File: config.mk
export PLATFORM = sky130hd
export DESIGN_NAME = persist_wcache
export DESIGN_NICKNAME = d
export VERILOG_FILES = /design/src/rtl/pwc_pkg.sv /design/src/rtl/pwc_tag_match.sv /design/src/rtl/pwc_entry_store.sv /design/src/rtl/pwc_power_seq.sv /design/src/rtl/persist_wcache.sv
export SDC_FILE = /design/constraint.sdc
export NUM_CORES = 2
export LEC_CHECK = 0
export ABC_AREA = 1
export BUFFER_PORTS_ARGS = -buffer_cell sky130_fd_sc_hd__buf_2
export CAP_MARGIN = 20
export CORE_MARGIN = 2
export CORE_UTILIZATION = 25
export DETAILED_ROUTE_END_ITERATION = 8
export GPL_TIMING_DRIVEN = 0
export PLACE_DENSITY = 0.42
export SLEW_MARGIN = 0
export SYNTH_ARGS = -nofsm -noshare
export SYNTH_HDL_FRONTEND = slang
export SYNTH_SLANG_ARGS = --single-unit
File: constraint.sdc
create_clock -name clk_i -period 4.6 [get_ports clk_i]
set_clock_uncertainty 0.15 [all_clocks]
set_input_delay 0.92 -clock clk_i [delete_from_list [all_inputs] [get_ports clk_i]]
set_output_delay 0.92 -clock clk_i [all_outputs]
set_load 0.05 [all_outputs]
File: src/rtl/pwc_pkg.sv
package pwc_pkg;
  typedef enum logic [1:0] {
    PH_RESTORE = 2'd0,
    PH_RUN     = 2'd1,
    PH_SAVE    = 2'd2,
    PH_OFF     = 2'd3
  } phase_e;
endpackage

File: src/rtl/pwc_tag_match.sv
module pwc_tag_match #(
  parameter int N  = 16,
  parameter int AW = 32,
  localparam int IW = (N > 1) ? $clog2(N) : 1
) (
  input  logic [N-1:0]         valid_i,
  input  logic [N-1:0][AW-1:0] tag_i,
  input  logic [AW-1:0]        addr_i,
  output logic                 hit_o,
  output logic [IW-1:0]        idx_o
);
  logic [N-1:0] match;

  for (genvar g = 0; g < N; g++) begin : g_cmp
    assign match[g] = valid_i[g] && (tag_i[g] == addr_i);
  end

  // lowest index wins
  always_comb begin
    hit_o = 1'b0;
    idx_o = '0;
    for (int i = N - 1; i >= 0; i--) begin
      if (match[i]) begin
        hit_o = 1'b1;
        idx_o = i[IW-1:0];
      end
    end
  end
endmodule

File: src/rtl/pwc_entry_store.sv
module pwc_entry_store #(
  parameter int N  = 16,
  parameter int DW = 32,
  localparam int IW = (N > 1) ? $clog2(N) : 1
) (
  input  logic                 clk_i,
  input  logic                 rst_ni,
  input  logic                 wr_en_i,
  input  logic [IW-1:0]        wr_idx_i,
  input  logic [DW-1:0]        wr_data_i,
  input  logic [IW-1:0]        seq_idx_i,
  input  logic                 restore_i,
  input  logic                 save_i,
  input  logic                 wipe_i,
  output logic [N-1:0][DW-1:0] data_o
);
  logic [DW-1:0] data_q   [N];
  logic [DW-1:0] shadow_q [N];

  for (genvar g = 0; g < N; g++) begin : g_ent
    localparam logic [IW-1:0] MY_IDX = IW'(g);

    always_ff @(posedge clk_i or negedge rst_ni) begin
      if (!rst_ni) begin
        data_q[g] <= '0;
      end else if (wipe_i) begin
        data_q[g] <= '0;
      end else if (restore_i && seq_idx_i == MY_IDX) begin
        data_q[g] <= shadow_q[g];
      end else if (wr_en_i && wr_idx_i == MY_IDX) begin
        data_q[g] <= wr_data_i;
      end
    end

    // shadow: written by save only, read by restore only
    always_ff @(posedge clk_i or negedge rst_ni) begin
      if (!rst_ni) begin
        shadow_q[g] <= '0;
      end else if (save_i && seq_idx_i == MY_IDX) begin
        shadow_q[g] <= data_q[g];
      end
    end

    assign data_o[g] = data_q[g];
  end
endmodule

File: src/rtl/pwc_power_seq.sv
module pwc_power_seq
  import pwc_pkg::*;
#(
  parameter int N = 16,
  localparam int IW = (N > 1) ? $clog2(N) : 1
) (
  input  logic          clk_i,
  input  logic          rst_ni,
  input  logic          pdn_req_i,
  input  logic          wake_i,
  output phase_e        phase_o,
  output logic [IW-1:0] idx_o,
  output logic          pend_o,
  output logic          wipe_o,
  output logic          restore_done_o,
  output logic          save_done_o
);
  localparam logic [IW-1:0] LAST = IW'(N - 1);

  phase_e        phase_q;
  logic [IW-1:0] idx_q;
  logic          pend_q;
  logic          rdone_q;
  logic          last;

  assign last = (idx_q == LAST);

  always_ff @(posedge clk_i or negedge rst_ni) begin
    if (!rst_ni) begin
      phase_q <= PH_RESTORE;
      idx_q   <= '0;
      pend_q  <= 1'b0;
      rdone_q <= 1'b0;
    end else begin
      rdone_q <= 1'b0;
      unique case (phase_q)
        PH_RESTORE: begin
          if (pdn_req_i) pend_q <= 1'b1;
          if (last) begin
            idx_q   <= '0;
            pend_q  <= 1'b0;
            rdone_q <= 1'b1;
            phase_q <= (pend_q || pdn_req_i) ? PH_SAVE : PH_RUN;
          end else begin
            idx_q <= idx_q + 1'b1;
          end
        end
        PH_RUN: begin
          if (pdn_req_i) begin
            phase_q <= PH_SAVE;
            idx_q   <= '0;
          end
        end
        PH_SAVE: begin
          if (last) begin
            idx_q   <= '0;
            phase_q <= PH_OFF;
          end else begin
            idx_q <= idx_q + 1'b1;
          end
        end
        PH_OFF: begin
          if (wake_i) begin
            idx_q   <= '0;
            phase_q <= PH_RESTORE;
          end
        end
        default: phase_q <= PH_RESTORE;
      endcase
    end
  end

  assign phase_o        = phase_q;
  assign idx_o          = idx_q;
  assign pend_o         = pend_q;
  assign wipe_o         = (phase_q == PH_SAVE) && last;
  assign restore_done_o = rdone_q;
  assign save_done_o    = (phase_q == PH_OFF);
endmodule

File: src/rtl/persist_wcache.sv
module persist_wcache
  import pwc_pkg::*;
#(
  parameter int N_ENTRY = 16,
  parameter int AW      = 32,
  parameter int DW      = 32,
  parameter int CW      = 32,
  localparam int IW     = (N_ENTRY > 1) ? $clog2(N_ENTRY) : 1
) (
  input  logic          clk_i,
  input  logic          rst_ni,
  input  logic          cfg_we_i,
  input  logic [IW-1:0] cfg_idx_i,
  input  logic          cfg_valid_i,
  input  logic [AW-1:0] cfg_addr_i,
  input  logic          pdn_req_i,
  input  logic          wake_i,
  output logic          restore_done_o,
  output logic          save_done_o,
  input  logic          cpu_req_i,
  input  logic          cpu_we_i,
  input  logic [AW-1:0] cpu_addr_i,
  input  logic [DW-1:0] cpu_wdata_i,
  output logic          cpu_ready_o,
  output logic [DW-1:0] cpu_rdata_o,
  output logic          mem_req_o,
  output logic          mem_we_o,
  output logic [AW-1:0] mem_addr_o,
  output logic [DW-1:0] mem_wdata_o,
  input  logic          mem_ready_i,
  input  logic [DW-1:0] mem_rdata_i,
  output logic [CW-1:0] mem_wr_cnt_o,
  output logic [CW-1:0] absorb_cnt_o
);
  phase_e                    phase;
  logic [IW-1:0]             seq_idx;
  logic                      pend;
  logic                      wipe;
  logic                      run;
  logic [N_ENTRY-1:0]        valid_q;
  logic [N_ENTRY-1:0][AW-1:0] tag_q;
  logic [N_ENTRY-1:0][DW-1:0] data;
  logic                      hit;
  logic [IW-1:0]             hit_idx;
  logic                      cpu_go;
  logic                      hit_wr;
  logic [CW-1:0]             mem_wr_cnt_q;
  logic [CW-1:0]             absorb_cnt_q;

  pwc_power_seq #(.N(N_ENTRY)) u_seq (
    .clk_i          (clk_i),
    .rst_ni         (rst_ni),
    .pdn_req_i      (pdn_req_i),
    .wake_i         (wake_i),
    .phase_o        (phase),
    .idx_o          (seq_idx),
    .pend_o         (pend),
    .wipe_o         (wipe),
    .restore_done_o (restore_done_o),
    .save_done_o    (save_done_o)
  );

  assign run = (phase == PH_RUN);

  // static address table
  always_ff @(posedge clk_i or negedge rst_ni) begin
    if (!rst_ni) begin
      valid_q <= '0;
      tag_q   <= '0;
    end else if (run && cfg_we_i) begin
      valid_q[cfg_idx_i] <= cfg_valid_i;
      tag_q[cfg_idx_i]   <= cfg_addr_i;
    end
  end

  pwc_tag_match #(.N(N_ENTRY), .AW(AW)) u_match (
    .valid_i (valid_q),
    .tag_i   (tag_q),
    .addr_i  (cpu_addr_i),
    .hit_o   (hit),
    .idx_o   (hit_idx)
  );

  assign cpu_go = cpu_req_i && run;
  assign hit_wr = cpu_go && hit && cpu_we_i;

  pwc_entry_store #(.N(N_ENTRY), .DW(DW)) u_store (
    .clk_i     (clk_i),
    .rst_ni    (rst_ni),
    .wr_en_i   (hit_wr),
    .wr_idx_i  (hit_idx),
    .wr_data_i (cpu_wdata_i),
    .seq_idx_i (seq_idx),
    .restore_i (phase == PH_RESTORE),
    .save_i    (phase == PH_SAVE),
    .wipe_i    (wipe),
    .data_o    (data)
  );

  assign mem_req_o   = cpu_go && !hit;
  assign mem_we_o    = cpu_we_i;
  assign mem_addr_o  = cpu_addr_i;
  assign mem_wdata_o = cpu_wdata_i;
  assign cpu_ready_o = cpu_go && (hit || mem_ready_i);
  assign cpu_rdata_o = hit ? data[hit_idx] : mem_rdata_i;

  always_ff @(posedge clk_i or negedge rst_ni) begin
    if (!rst_ni) begin
      mem_wr_cnt_q <= '0;
      absorb_cnt_q <= '0;
    end else begin
      if (hit_wr) absorb_cnt_q <= absorb_cnt_q + 1'b1;
      if (mem_req_o && mem_we_o && mem_ready_i) mem_wr_cnt_q <= mem_wr_cnt_q + 1'b1;
    end
  end

  assign mem_wr_cnt_o = mem_wr_cnt_q;
  assign absorb_cnt_o = absorb_cnt_q;
endmodule

==> metrics.md <==
| Metric | Value |
|---|---|
| Register area share after synthesis | 48.9% |
| CP top delay family | buffers and inverters |
| Startpoint Class | input port |
| Largest net degree at the start of global routing | 163 |
| CTS tree | yes |
| Worst setup margin | -1290 ps |
| Utilization after layout | between 30% and 40% |
| PD cells | ~480 nW/µm² |
| Vias in the first global route | between 70000 and 80000 |
| WL/cell | 29.5 µm |
| Synth async-reset ratio | 100% |
| Die area | 337000 µm² |
| Worst path buffer plus inverter count | 8 |
| Synthesized area per cell | between 8 and 9 µm² |
| Hold Fails Final Rpt | 0 |
| Syn Inst Count | ~10000 |
| Synth area leaders | dfrtp_1 (49%), nand2_1 (10%), o21ai_0 (9.2%) |
| Worst endpoint data arrival time | 4820 ps |
| Failing checks | setup timing |
| VDD IR max | ~320 µV |
| Die height | slightly below 600 µm |
| Area grow syn2layout | 23.7% |
| Final HPWL DP | around 330 mm |
| Top FF cell, synth | dfrtp_1 |
| Initial antenna violation count | 46 |
| GPL Wtd Cong | ~0.96 |
| Slew HR | 21.5% |
| Ports | just over 300 |
| Die W | approximately 580 µm |
| Clk root buf | clkbuf_16 |
| Fmax | ~170 MHz |
| DRT Pass-1 Iters | 9 |
| ANT nets after route | 0 |
| First-pass GRT wire length | between 600 and 700 mm |
| Mapped Area | around 83000 µm² |
| Total number of vias | 82466 |
| Max Cap Viol | 0 |
| Total Power | a little under 0.05 W |
| CTS Buffer Depth | 4 |
| Worst hold margin | 316 ps |
| P_leak | roughly 46 nW |
| RSZ-0062 raised after global routing | yes |
| Slew Limit Fails | 0 |
| All-Layer GR Usage | 26.4% |
| Clk sink count | 1624 |
| Reg clk slew, reported paths | about 70 ps |
| Yosys cell types | 60 |
| Tmin final | ~5900 ps |
| Port Buffers | around 280 |
| Layout cells sized above 1 | roughly 16% |
| Slew @ Worst Pin | between 1000 and 1500 ps |
| Post-layout net count | 11138 |
| Register bit total from synthesis | between 1500 and 2000 |
| Initial drt markers | 10236 |
| Worst path max stage delay | 480 ps |
| Layout Cells excl Fill | roughly 16000 |
| Leading area contributor after synthesis | dfrtp_1 |
| Cells along the critical path | buf_12 > inv_8 > buf_8 > buf_8 > nor2_1 > nor3_1 > nand2_1 > nor3_2 > nand4_4 > buf_12 > clkbuf_2 > clkbuf_1 > nand4_1 > nand3_1 > nand2_2 > nand3_2 > nor2_4 > nor2_4 > buf_6 |
| Final worst path period share | 128% |
| Final setup viols | 42 |
| Slowest cell on crit path | clkbuf_1 |
| Status | complete, but fails checks |
| Starting density of the core | between 20% and 30% |
| DRC Markers | 0 |
| Clk_lat worst skew | about 910 ps |
| Cts bufs inserted | slightly above 200 |
| Crit. End Element | output pin |
| Synth warn | 0 |
| Total grt overflow | 0 |
| Row cnt | around 210 |
| Htree depth | 4 |
| WP data required | around 3500 ps |
| Cell count after placement | 15046 |
| Vias per std cell | 5.31 |
| Core ar. | between 300000 and 400000 µm² |
| Setup CP Type | in -> out |
| Post-synth EDFFs | 0 |
| Syn Nets | about 11000 |
| Fillers | ~35000 |
| Worst-path maximum fanout | 11 |
| Min-Delay Path Class | in -> async |
| Synth top area share | 48.9% |
| Post-Route WL | around 460 mm |
==> cell usage in the layout, fill, tap and decap left out, types with 142 or more instances in the layout <==
cell,synthesis,routed
clkbuf_16,0,214
nand4_1,384,384
buf_2,121,295
o211ai_1,482,482
inv_1,973,928
nor2_1,357,268
nand2_1,2273,2096
o21ai_0,1533,1529
a21oi_1,518,518
dfrtp_1,1624,1623
buf_4,101,155
or2_2,178,178
nand2_2,6,142
clkbuf_1,553,482
nand3_1,565,471
==> area by class of cell <==
cell class                 count  area [µm²]  area share (%)
timing repair buffer         419        3590            3.49
buffer                       829        5400            5.25
inverter                    1006        3920            3.82
antenna                       30        75.1          0.0730
multi-input combinational   6904       36900            35.9
clock buffer                 292        5960            5.80
tap                         4366        5460            5.31
sequential                  1624       40600            39.5
clock inverter                70         883           0.859
==> cell usage after synthesis (81+ instances only) <==
cell type	n
a21oi_1	518
buf_2	121
buf_4	101
clkbuf_1	553
dfrtp_1	1624
inv_1	973
nand2_1	2273
nand3_1	565
nand4_1	384
nor2_1	357
nor3_1	81
o211ai_1	482
o21ai_0	1533
or2_2	178
xnor2_1	106
xor2_1	96
==> metal layers <==
metal  up-vias  global-route usage (%)  share of wire (%)
met5         -                       0             0.0081
met4         4                    12.3                5.3
met3       761                    5.23                8.8
met2      3966                    38.2                 41
met1     41742                    37.7                 45
li1      35993                       -                  -
==> cell families (layout without fill, tap and decap cells) <==
family | count (synthesis) | after routing | share of synthesized area [%]
and+or+nand+nor | 4033 | 4033 | 21.7
AOI/OAI and AO/OA | 2658 | 2658 | 17.9
other | 0 | 30 | 0
xor gates and xnor gates | 202 | 202 | 2.13
buffers and inverters | 1835 | 2616 | 9.19
muxes | 1 | 1 | 0.0136
adders and majority gates | 10 | 10 | 0.151
DFF | 1624 | 1624 | 48.9
==> registers in the layout, summed over array words and instances, names as in the netlist <==
name,flops
u_store.data_o,512
tag_q,512
valid_q,16
u_seq.phase_o,2
absorb_cnt_o,32
mem_wr_cnt_o,32
u_store.shadow_q,512
u_seq.pend_o,1
u_seq.idx_o,4
u_seq.restore_done_o,1
==> report_power, final <==
group	switching (W)	total (W)	internal (W)
combinational	0.00744	0.0112	0.00381
clock	0.00700	0.0170	0.00998
sequential	0.00309	0.0208	0.0178
==> per-stage QoR <==
step	TNS, ps	cell area (µm²)	setup WS [ps]
3_3_place_gp	-	90400	-36340
4_1_cts	-45990	101000	-1260
2_1_floorplan	0	83500	0.792
5_1_grt	-51020	103000	-1370
6_report	-47580	103000	-1290
3_5_place_dp	-1371930	91100	-3790
==> worst paths after layout <==
check | startpoint | endpoint | slack, ps | cells past startpoint
worst min register to register | mem_wr_cnt_o[31] | mem_wr_cnt_o[31] | 320 | 1
worst min-delay path | rst_ni | u_store.data_o[197] | 320 | 2
worst max-delay path | cpu_addr_i[1] | cpu_rdata_o[27] | -1290 | 19
worst max register to register | tag_q[466] | absorb_cnt_o[11] | -1010 | 42
max in group asynchronous | rst_ni | tag_q[426] | 820 | 6
min in group clk_i | mem_wr_cnt_o[31] | mem_wr_cnt_o[31] | 320 | 1
==> repair_timing <==
item,in CTS,in global routing
pin swaps,50,104
gates resized for setup,745,320
gates cloned,4,4
endpoints found under the setup margin,587,462
endpoints found under the hold margin,12,0
setup buffers,64,24
hold buffers,1,0
(Power assumes the default switching activity.)
